**src/rtl/crcm_rx_capture.sv**
```systemverilog
module crcm_rx_capture #(
  parameter int MASK_W = 8,
  localparam int LEN_W = $clog2(MASK_W + 1)
) (
  input  logic              clk,
  input  logic              rst_n,
  input  logic              clr_i,
  input  logic              shift_i,
  input  logic              bit_i,
  input  logic [LEN_W-1:0]  len_i,
  input  logic [MASK_W-1:0] len_mask_i,
  output logic [MASK_W-1:0] rx_next_o,
  output logic              last_o
);
  // line carries the check field inverted; restore it while shifting in
  function automatic logic [MASK_W-1:0] rx_step(
    input logic [MASK_W-1:0] rx,
    input logic              din,
    input logic [MASK_W-1:0] lm
  );
    logic [MASK_W:0] t;
    t = {rx, ~din};
    return t[MASK_W-1:0] & lm;
  endfunction

  logic [MASK_W-1:0] rx_q;
  logic [LEN_W-1:0]  cnt_q;

  assign rx_next_o = rx_step(rx_q, bit_i, len_mask_i);
  assign last_o    = shift_i && ((cnt_q + LEN_W'(1)) == len_i);

  always_ff @(posedge clk or negedge rst_n) begin
    if (!rst_n) begin
      rx_q  <= '0;
      cnt_q <= '0;
    end else if (clr_i) begin
      rx_q  <= '0;
      cnt_q <= '0;
    end else if (shift_i) begin
      rx_q  <= rx_next_o;
      cnt_q <= cnt_q + LEN_W'(1);
    end
  end
endmodule

```
**config.mk**
```make
export PLATFORM = sky130hd
export DESIGN_NAME = crcm_rx_capture
export DESIGN_NICKNAME = d
export VERILOG_FILES = /design/src/rtl/crcm_rx_capture.sv
export SDC_FILE = /design/constraint.sdc
export NUM_CORES = 1
export LEC_CHECK = 0
export BUFFER_PORTS_ARGS = -buffer_cell sky130_fd_sc_hd__buf_2
export CAP_MARGIN = 20
export CORE_UTILIZATION = 39
export CTS_CLUSTER_DIAMETER = 80
export DETAILED_ROUTE_END_ITERATION = 16
export PLACE_DENSITY = 0.7
export RECOVER_POWER = 100
export SETUP_SLACK_MARGIN = 0.5
export SYNTH_ARGS = -nofsm -noshare
export SYNTH_HDL_FRONTEND = slang
export SYNTH_SLANG_ARGS = --single-unit
```
**constraint.sdc**
```tcl
create_clock -name clk -period 1.1 [get_ports clk]
set_input_delay 0.11 -clock clk [delete_from_list [all_inputs] [get_ports clk]]
set_output_delay 0.11 -clock clk [all_outputs]
set_load 0.01 [all_outputs]
```
==> reports/results.txt, run 1 <==
Status -> finished, violations left
Failing checks -> setup timing
WHS -> 135 ps
P&R area growth vs syn -> 57.0%
Pins Over Slew Limit -> 0
CP max FO -> 2
Clock skew -> 5.20 ps
Max clock buf depth -> 2
Combinational share of power -> 19.0%
Die area -> 1640 sq um
Max H-tree Level -> 1
Post-Syn Instances -> 55
VDD IR max -> 0.537 mV
Iteration-0 DRC Markers -> 4
CTS tree -> built
Power Dens Cells -> 952 nW/um^2
Vias -> 503
Internal power -> 646 uW
Reg clk slew, reported paths -> 70 ps
Worst-Skew Late Latency -> 270 ps
Kind of critical path -> flip-flop to primary output
DR pass1 iterations -> 3
Unrepaired setup endpoints after global routing -> true
Max Cap Viol -> 0
CP startpoint kind -> flip-flop
DRC errors left -> 0
Core box area -> 1330 sq um
DIE HEIGHT -> 40.5 microns
Grt ovf -> 0
Detailed Route WL -> 1250 microns
Avg Cell Area, Syn -> 10.5 sq um
Switch Pwr -> 220 uW
GR Util All Layers -> 19.8%
Clk network pwr share -> 32.1%
First-pass GRT wire length -> 2040 microns
Yosys Warn Count -> 0
Synth cell types -> 14
Num CTS Buffers -> 3
DP Wirelength -> 798 microns
Post-DR vias/cell -> 4.61
Routability cong. -> 0.610
Post-synthesis sequential area ratio -> 47.5%
Static leakage -> 0.000466 uW
IO Port Bufs -> 25
Number of global-route vias before repair -> 485
Number of synthesized flops with an enable pin -> 0
Async set-reset flop share out of synthesis -> 100%
# diodes -> 0
Final nets -> 113
Most common library cells after synthesis -> dfrtp_1, nor2_1, mux2i_1
Highest clock rate -> 656 MHz
Final min period -> 1520 ps
Final WS setup -> -423 ps
Commonest register cell after synthesis -> dfrtp_1
Remaining antenna violation count after routing -> 0
FF+latch count, synth -> 11
CP required -> 990 ps
Sequential group share of total power -> 48.9%
WP data arrival -> 1410 ps
Worst slew margin -> 60.8%
CTS root buffer -> clkbuf_4
Synth area leaders -> dfrtp_1, mux2i_1, and2_1
Layout cell share with drive strength beyond 1 -> 44.7%
Io pins -> 26
Tcrit/Tclk final -> 138%
Sink Count -> 11
Syn_nets -> 73
Hold Fails Final Rpt -> 0
Routed len/inst -> 11.5 microns
Sw Share -> 25.4%
Die width -> 40.5 microns
Area leader, netlist -> dfrtp_1
Final setup violation count -> 1
Hold Crit Class -> primary input to flip-flop
Rows -> 13
Crit. End Element -> primary output
Top-area cell type share of the netlist area -> 47.5%
Final Util -> 68.2%
Mapped Area -> 579 sq um
Post-Place Setup Slack -> -142 ps
Slew @ Worst Pin -> 588 ps
Largest net degree at the start of global routing -> 12
Initial antenna violation count -> 0
Initial Util -> 43.4%
[through the flow]
step	area (sq um)	TNS [ps]	power [uW]	std cells
2_1_floorplan	613	-80.5	510	55
3_3_place_gp	783	-109	571	98
3_5_place_dp	783	-142	575	98
4_1_cts	896	-424	860	106
5_1_grt	910	-577	907	109
6_report	910	-423	866	109
[critical path: stages, from the launching register on]
cell     delay [ps]
dfrtp_1         410
ha_4            300
xnor2_2         100
nand3_1          90
nor3_2          100
buf_2           140
[final timing paths]
path	startpoint	endpoint	slack [ps]	cells after the start
max reg2reg	cnt_q[0]$_DFFE_PN0P_	cnt_q[1]$_DFFE_PN0P_	80	3
min reg2reg	rx_q[2]$_DFFE_PN0P_	rx_q[2]$_DFFE_PN0P_	530	2
min	clr_i	rx_q[3]$_DFFE_PN0P_	130	2
max	cnt_q[1]$_DFFE_PN0P_	last_o	-420	5
min in group asynchronous	rst_n	rx_q[3]$_DFFE_PN0P_	360	2
max in group asynchronous	rst_n	cnt_q[0]$_DFFE_PN0P_	320	2
[metal layers]
metal / share of wire [%] / wire length (microns) / track usage, % / up-vias
li1: - / - / - / 257
met1: 43 / 538 / 24.6 / 226
met2: 51 / 637 / 32.5 / 16
met3: 4.6 / 57 / 3.33 / 4
met4: 1.2 / 15 / 10.0 / 0
met5: 0 / 0 / 0 / -
[registers in the layout, summed over array words and instances (netlist names)]
name	flops
rx_q	7
cnt_q	4
[repair_timing]
item,4_1_cts,5_1_grt
resized for setup,9,3
endpoints found under the hold margin,11,0
hold buffers,1,0
buffers inserted,3,3
endpoints found under the setup margin,20,20
pin swaps,2,1
[logic make-up (layout without fill, tap and decap cells)]
| kind of cell | Yosys count | count (layout) | synth area share, % |
|---|---|---|---|
| buf+inv | 2 | 41 | 1.94 |
| xor+xnor | 9 | 9 | 13.6 |
| fa+ha+maj | 1 | 1 | 2.16 |
| flops | 11 | 11 | 47.5 |
| simple gates | 24 | 24 | 21.0 |
| mux | 8 | 8 | 13.8 |
[power groups by stage]
stage	Clock, uW	Sequential [uW]	Combinational [uW]
5_1_grt	298	425	184
6_report	278	424	165
4_1_cts	276	424	160
2_1_floorplan	0	435	75.2
3_3_place_gp	0	431	141
3_5_place_dp	0	431	144
[placed cells by master, fill, tap and decap left out, types with 2 or more instances in the layout]
master    count
and2_0        6
buf_2        16
buf_4         8
buf_6         8
clkbuf_1      3
clkbuf_4      4
dfrtp_1      10
mux2i_1       8
nand3_1       2
nor2_1       11
xnor2_1       4
xor2_1        4
[layout make-up]
cell class | instances | area, sq um
fillers | 120 | 424
multi-input cells | 42 | 323
well taps | 15 | 18.8
clock buffers | 4 | 26.3
flip-flops and latches | 11 | 277
repair buffers | 37 | 265
Power figures use the tool's default switching activity.
==> run 2: changes to the inputs <==
--- a/config.mk
+++ b/config.mk
@@ -7,7 +7,9 @@
 export LEC_CHECK = 0
 export BUFFER_PORTS_ARGS = -buffer_cell sky130_fd_sc_hd__buf_2
 export CAP_MARGIN = 20
-export CORE_UTILIZATION = 39
+export CELL_PAD_IN_SITES_DETAIL_PLACEMENT = 0
+export CELL_PAD_IN_SITES_GLOBAL_PLACEMENT = 1
+export CORE_UTILIZATION = 29
 export CTS_CLUSTER_DIAMETER = 80
 export DETAILED_ROUTE_END_ITERATION = 16
 export PLACE_DENSITY = 0.7
==> run 2 against run 1 <==
  * The flow still finishes with violations (setup timing)
  * Sequential share of layout area decreased by 0.45 points
  * Clock skew decreased by 2.2 ps
  * Register-to-register slack worse by 20 ps
==> reports/results.txt, run 2 (synthesis gave the netlist of run 1 again) <==
Number of global-route vias before repair -> 423 (-13%)
DR pass1 iterations -> 2 (-1)
Largest Register -> rx_q
Routability cong. -> 0.668 (+9.6%)
Multi-input gate area -> 330 sq um (+2.3%)
Sink Count -> 11 (unchanged)
Final setup violation count -> 1 (unchanged)
Internal power -> 644 uW (-0.33%)
Max Cap Viol -> 0 (unchanged)
Combinational share of power -> 19.0% (about the same)
Initial antenna violation count -> 0 (unchanged)
Register area -> 277 sq um (unchanged)
CP required -> 990 ps (about the same)
Remaining antenna violation count after routing -> 0 (unchanged)
Most frequent cells in the layout -> buf_2, nor2_1, dfrtp_1
CP Cell Sequence -> ha_4 > xnor2_2 > nand3_1 > nor3_2 > buf_2
RR Startpoint -> cnt_q[0]$_DFFE_PN0P_
Num CTS Buffers -> 3 (unchanged)
Worst slew margin -> 59.5% (-1.3 points)
Global routing usage on met2 -> 19.2% (-13 points)
Final Util -> 51.2% (-17 points)
Pins Over Slew Limit -> 0 (unchanged)
DRC errors left -> 0 (unchanged)
CP startpoint kind -> flip-flop
Worst-Skew Late Latency -> 260 ps (about the same)
Final min period -> 1520 ps (-3.22 ps)
First-pass GRT wire length -> 1820 microns (-11%)
DIE HEIGHT -> 46.7 microns (+15%)
Commonest non-fill, non-tap cell in the layout -> buf_2
Post-Place Setup Slack -> -138 ps (+4.34 ps)
Sequential group share of total power -> 49.8% (+0.9 points)
VDD IR max -> 0.646 mV (+20%)
Power Dens Cells -> 921 nW/um^2 (-3.3%)
Max FFs per register -> 7 (unchanged)
Most used routing layer -> met2
IO Port Bufs -> 25 (unchanged)
Final setup TNS -> -420 ps (+3.22 ps)
Initial Util -> 32.2% (-11 points)
Critical Path Start -> cnt_q[0]$_DFFE_PN0P_
Grt ovf -> 0 (unchanged)
Final WS setup -> -420 ps (+3.22 ps)
Highest clock rate -> 658 MHz (+0.21%)
Max clock buf depth -> 2 (unchanged)
Placed Area -> 788 sq um (+0.64%)
Rows -> 15 (+2)
Static leakage -> 0.000460 uW (-1.2%)
Routed len/inst -> 9.92 microns (-13%)
Largest regs -> rx_q: 7 flops, cnt_q: 4 flops
Largest net degree at the start of global routing -> 12 (unchanged)
CTS root buffer -> clkbuf_4
Status -> finished, violations left
Met3 Usage GRT -> 5.88% (+2.5 points)
Vias -> 513 (+2.0%)
CTS tree -> built
Clk network pwr share -> 31.2% (-0.9 points)
Crit. End Element -> primary output
GR Util All Layers -> 12.5% (-7.3 points)
Max H-tree Level -> 1 (unchanged)
Die width -> 46.7 microns (+15%)
Number of fill cells -> 194 (+62%)
Slew @ Worst Pin -> 607 ps (+18.8 ps)
Failing checks -> setup timing
# diodes -> 0 (unchanged)
Iteration-0 DRC Markers -> 3 (-1)
Final instance area -> 923 sq um (+1.5%)
Layout cell share with drive strength beyond 1 -> 41.9% (-2.7 points)
Final nets -> 112 (-0.88%)
WP data arrival -> 1410 ps (about the same)
WHS -> 142 ps (+7.35 ps)
Unrepaired setup endpoints after global routing -> true
Clock skew -> 2.97 ps (-2.23 ps)
Tcrit/Tclk final -> 138% (-0.29 points)
P&R area growth vs syn -> 59.4%
Slowest stage delay, CP -> 420 ps (about the same)
Hold Crit Class -> primary input to flip-flop
M1 GR Usage -> 15.7% (-8.9 points)
Sw Share -> 24.3% (-1.2 points)
CP max FO -> 2 (unchanged)
Switch Pwr -> 206 uW (-6.4%)
Die area -> 2180 sq um (+33%)
Post-DR vias/cell -> 4.35 (-5.8%)
Core box area -> 1800 sq um (+35%)
DP Wirelength -> 821 microns (+2.8%)
Slowest cell on the critical path -> dfrtp_2
Reg clk slew, reported paths -> 70 ps (about the same)
Hold Startpoint -> clr_i
Kind of critical path -> flip-flop to primary output
Io pins -> 26 (unchanged)
Detailed Route WL -> 1170 microns (-6.2%)
Hold Fails Final Rpt -> 0 (unchanged)
-- run 2: cell count changes in the layout (fill, tap and decap cells not counted) --
cell | previous run | this run
clkbuf_1 | 3 | 4
xnor2_1 | 4 | 3
buf_4 | 8 | 4
clkdlybuf4s15_1 | 1 | 3
xnor2_2 | 1 | 2
-- run 2: final timing paths --
kind / cells after the start / to / slack [ps]
setup / recovery: 5 / last_o / -420
max in group asynchronous: 2 / cnt_q[0]$_DFFE_PN0P_ / 310
min in group asynchronous: 2 / rx_q[4]$_DFFE_PN0P_ / 360
hold / removal: 2 / rx_q[4]$_DFFE_PN0P_ / 140
hold reg to reg: 2 / rx_q[6]$_DFFE_PN0P_ / 520
setup reg to reg: 4 / cnt_q[3]$_DFFE_PN0P_ / 60
-- run 2: power groups by stage --
stage / sequential, uW / combinational (uW) / clock (uW)
2_1_floorplan: 435 / 75.2 / 0
3_3_place_gp: 431 / 141 / 0
4_1_cts: 424 / 158 / 280
6_report: 424 / 161 / 265
5_1_grt: 425 / 179 / 308
3_5_place_dp: 432 / 142 / 0
-- run 2: worst max-delay path: cells and delay by family (launching register included) --
kind / cells / cell delay (ps)
flops: 1 / 420
fa+ha+maj: 1 / 280
simple gates: 2 / 200
buf+inv: 1 / 140
xor+xnor: 1 / 100
-- run 2: stage by stage --
stage / total power (uW) / instances
6_report: 850 / 118
5_1_grt: 912 / 118
4_1_cts: 862 / 115
3_5_place_dp: 574 / 107
3_3_place_gp: 572 / 107
2_1_floorplan: 510 / 55
-- run 2: routing by layer --
| layer | wire (microns) | vias to the layer above |
|---|---|---|
| met3 | 57 | 0 |
| li1 | - | 258 |
| met2 | 559 | 16 |
| met1 | 553 | 239 |
| met5 | 0 | - |
| met4 | 0 | 0 |
-- run 2: layout make-up --
class                           instances  area share [%]
Clock buffer                            4            2.85
Timing Repair Buffer                   36            28.0
Multi-Input combinational cell         42            35.8
Sequential cell                        11            29.9
Tap cell                               25            3.39
-- run 2: what timing repair did --
| action | in CTS | in global routing |
|---|---|---|
| gates cloned | 0 | 0 |
| endpoints found under the setup margin | 20 | 20 |
| pin swaps | 0 | 3 |
| resized for setup | 9 | 8 |
| hold endpoints to repair | 11 | 0 |
| hold buffers | 1 | 0 |
| setup buffers | 3 | 3 |
==> run 3: changes to the inputs <==
==> constraint.sdc (replaced) <==
create_clock -name clk -period 1.35 [get_ports clk]
set_input_delay 0.135 -clock clk [delete_from_list [all_inputs] [get_ports clk]]
set_output_delay 0.135 -clock clk [all_outputs]
set_load 0.01 [all_outputs]
==> run 3 against run 2 <==
  * The run still ends with setup timing left
  * Clock skew grew 2.2 ps
  * Total power shrank 19%
  * Clock-buffer cell count is the same
  * Wire length grew 3.0%
  * Critical endpoint unchanged
  * Largest cell class unchanged
  * Largest power group unchanged
==> reports/results.txt, run 3 (synthesis gave the netlist of run 1 again) <==
Status -> finished, violations left
Failing checks -> setup timing
Final instance area -> 858 sq um (-7.0%)
Initial antenna violation count -> 0 (unchanged)
CTS tree -> built
Final setup violation count -> 1 (unchanged)
Layout cell share with drive strength beyond 1 -> 37.0% (-5.0 points)
Hold Crit Class -> primary input to flip-flop
Highest clock rate -> 642 MHz
Core box area -> 1800 sq um (unchanged)
DP Wirelength -> 815 microns (-0.72%)
Initial Util -> 32.2% (unchanged)
Final min period -> 1560 ps
Max Cap Viol -> 0 (unchanged)
Number of global-route vias before repair -> 455 (+7.6%)
Register area -> 277 sq um (unchanged)
Slew @ Worst Pin -> 596 ps (-10.7 ps)
VDD IR max -> 0.490 mV (-24%)
Hold Fails Final Rpt -> 0 (unchanged)
Io pins -> 26 (unchanged)
Reg clk slew, reported paths -> 70 ps (about the same)
Static leakage -> 0.000416 uW (-9.6%)
Unrepaired setup endpoints after global routing -> true
# diodes -> 0 (unchanged)
Max H-tree Level -> 1 (unchanged)
Crit. End Element -> primary output
DIE HEIGHT -> 46.7 microns (unchanged)
Routability cong. -> 0.732 (+9.6%)
Max clock buf depth -> 2 (unchanged)
Die width -> 46.7 microns (unchanged)
Multi-input gate area -> 319 sq um (-3.4%)
Largest net degree at the start of global routing -> 12 (unchanged)
Largest regs -> rx_q: 7 flops, cnt_q: 4 flops
Number of fill cells -> 192 (-1.0%)
Final Util -> 47.6% (-3.6 points)
Max FFs per register -> 7 (unchanged)
CP startpoint kind -> flip-flop
Worst-Skew Late Latency -> 260 ps (about the same)
Worst slew margin -> 60.2% (+0.71 points)
Post-DR vias/cell -> 4.25 (-2.3%)
Power Dens Cells -> 807 nW/um^2 (-12%)
CP max FO -> 2 (unchanged)
DR pass1 iterations -> 2 (unchanged)
Kind of critical path -> flip-flop to primary output
GR Util All Layers -> 12.1% (-0.40 points)
Iteration-0 DRC Markers -> 3 (unchanged)
WP data arrival -> 1420 ps (about the same)
Die area -> 2180 sq um (unchanged)
Placed Area -> 756 sq um (-4.1%)
Routed len/inst -> 10.3 microns (+3.9%)
Final nets -> 111 (-0.89%)
Detailed Route WL -> 1210 microns (+3.0%)
Rows -> 15 (unchanged)
CP required -> 1220 ps (+230 ps)
DRC errors left -> 0 (unchanged)
Most frequent cells in the layout -> buf_2, nor2_1, dfrtp_1
Largest Register -> rx_q
First-pass GRT wire length -> 1860 microns (+1.9%)
Clock skew -> 5.22 ps (+2.25 ps)
Grt ovf -> 0 (unchanged)
Sink Count -> 11 (unchanged)
CTS root buffer -> clkbuf_4
Num CTS Buffers -> 3 (unchanged)
Remaining antenna violation count after routing -> 0 (unchanged)
IO Port Bufs -> 25 (unchanged)
P&R area growth vs syn -> 48.2%
Pins Over Slew Limit -> 0 (unchanged)
Vias -> 497 (-3.1%)
Tcrit/Tclk final -> 115%
Final WS setup -> -208 ps (+213 ps)
Commonest non-fill, non-tap cell in the layout -> buf_2
Final setup TNS -> -208 ps (+213 ps)
Post-Place Setup Slack -> 43.8 ps (+182 ps)
## run 3: cell types whose count changed in the layout (fill, tap and decap cells not counted), sizes merged
cell / change
clkdlybuf4s25: +1
clkdlybuf4s15: -3
buf: -4
clkbuf: +5
## run 3: final timing paths
path / from / endpoint / slack, ps / cells past startpoint
worst max-delay path: cnt_q[1]$_DFFE_PN0P_ / last_o / -210 / 5
worst min-delay path: clr_i / rx_q[4]$_DFFE_PN0P_ / 180 / 2
worst max register to register: rx_q[5]$_DFFE_PN0P_ / rx_q[5]$_DFFE_PN0P_ / 300 / 4
worst min register to register: rx_q[1]$_DFFE_PN0P_ / rx_q[1]$_DFFE_PN0P_ / 520 / 2
max in group asynchronous: rst_n / cnt_q[0]$_DFFE_PN0P_ / 550 / 2
min in group asynchronous: rst_n / rx_q[2]$_DFFE_PN0P_ / 380 / 2
## run 3: layout make-up
class / instances / area share [%]
Multi-Input combinational cell: 42 / 37.2
Clock buffer: 4 / 3.06
Sequential cell: 11 / 32.2
Tap cell: 25 / 3.64
Timing Repair Buffer: 35 / 23.9
## run 3: worst max-delay path: stages, from the launching register on
cell	delay, ps
dfrtp_1	410
ha_4	300
xnor2_2	100
nand3_1	100
nor3_2	110
buf_2	150
## run 3: per-stage QoR
step,cells,total power [uW],hold slack [ps]
3_5_place_dp,105,463,17.7
6_report,117,692,176
5_1_grt,117,720,194
2_1_floorplan,55,415,-161
3_3_place_gp,105,461,18.2
4_1_cts,113,704,177
## run 3: timing repair
| item | CTS | global route |
|---|---|---|
| endpoints found under the hold margin | 11 | 0 |
| endpoints found under the setup margin | 12 | 16 |
| gates resized for setup | 12 | 5 |
| setup buffers | 3 | 4 |
| hold buffers | 1 | 0 |
| pin swaps | 9 | 4 |
| gates cloned | 0 | 0 |
## run 3: report_power, final
group | leakage (uW) | internal, uW | switching (uW)
Clock | 0.0000150 | 114 | 107
Sequential | 0.000150 | 338 | 7.64
Combinational | 0.000250 | 68.7 | 57.7
## run 3: layer usage
metal  vias to the layer above  routed length [microns]  global-route usage (%)
li1                        251                        -                       -
met1                       227                      558                    15.0
met3                         0                       54                    2.35
met4                         0                        0                    3.43
met2                        19                      593                    21.1
met5                         -                        0                       0
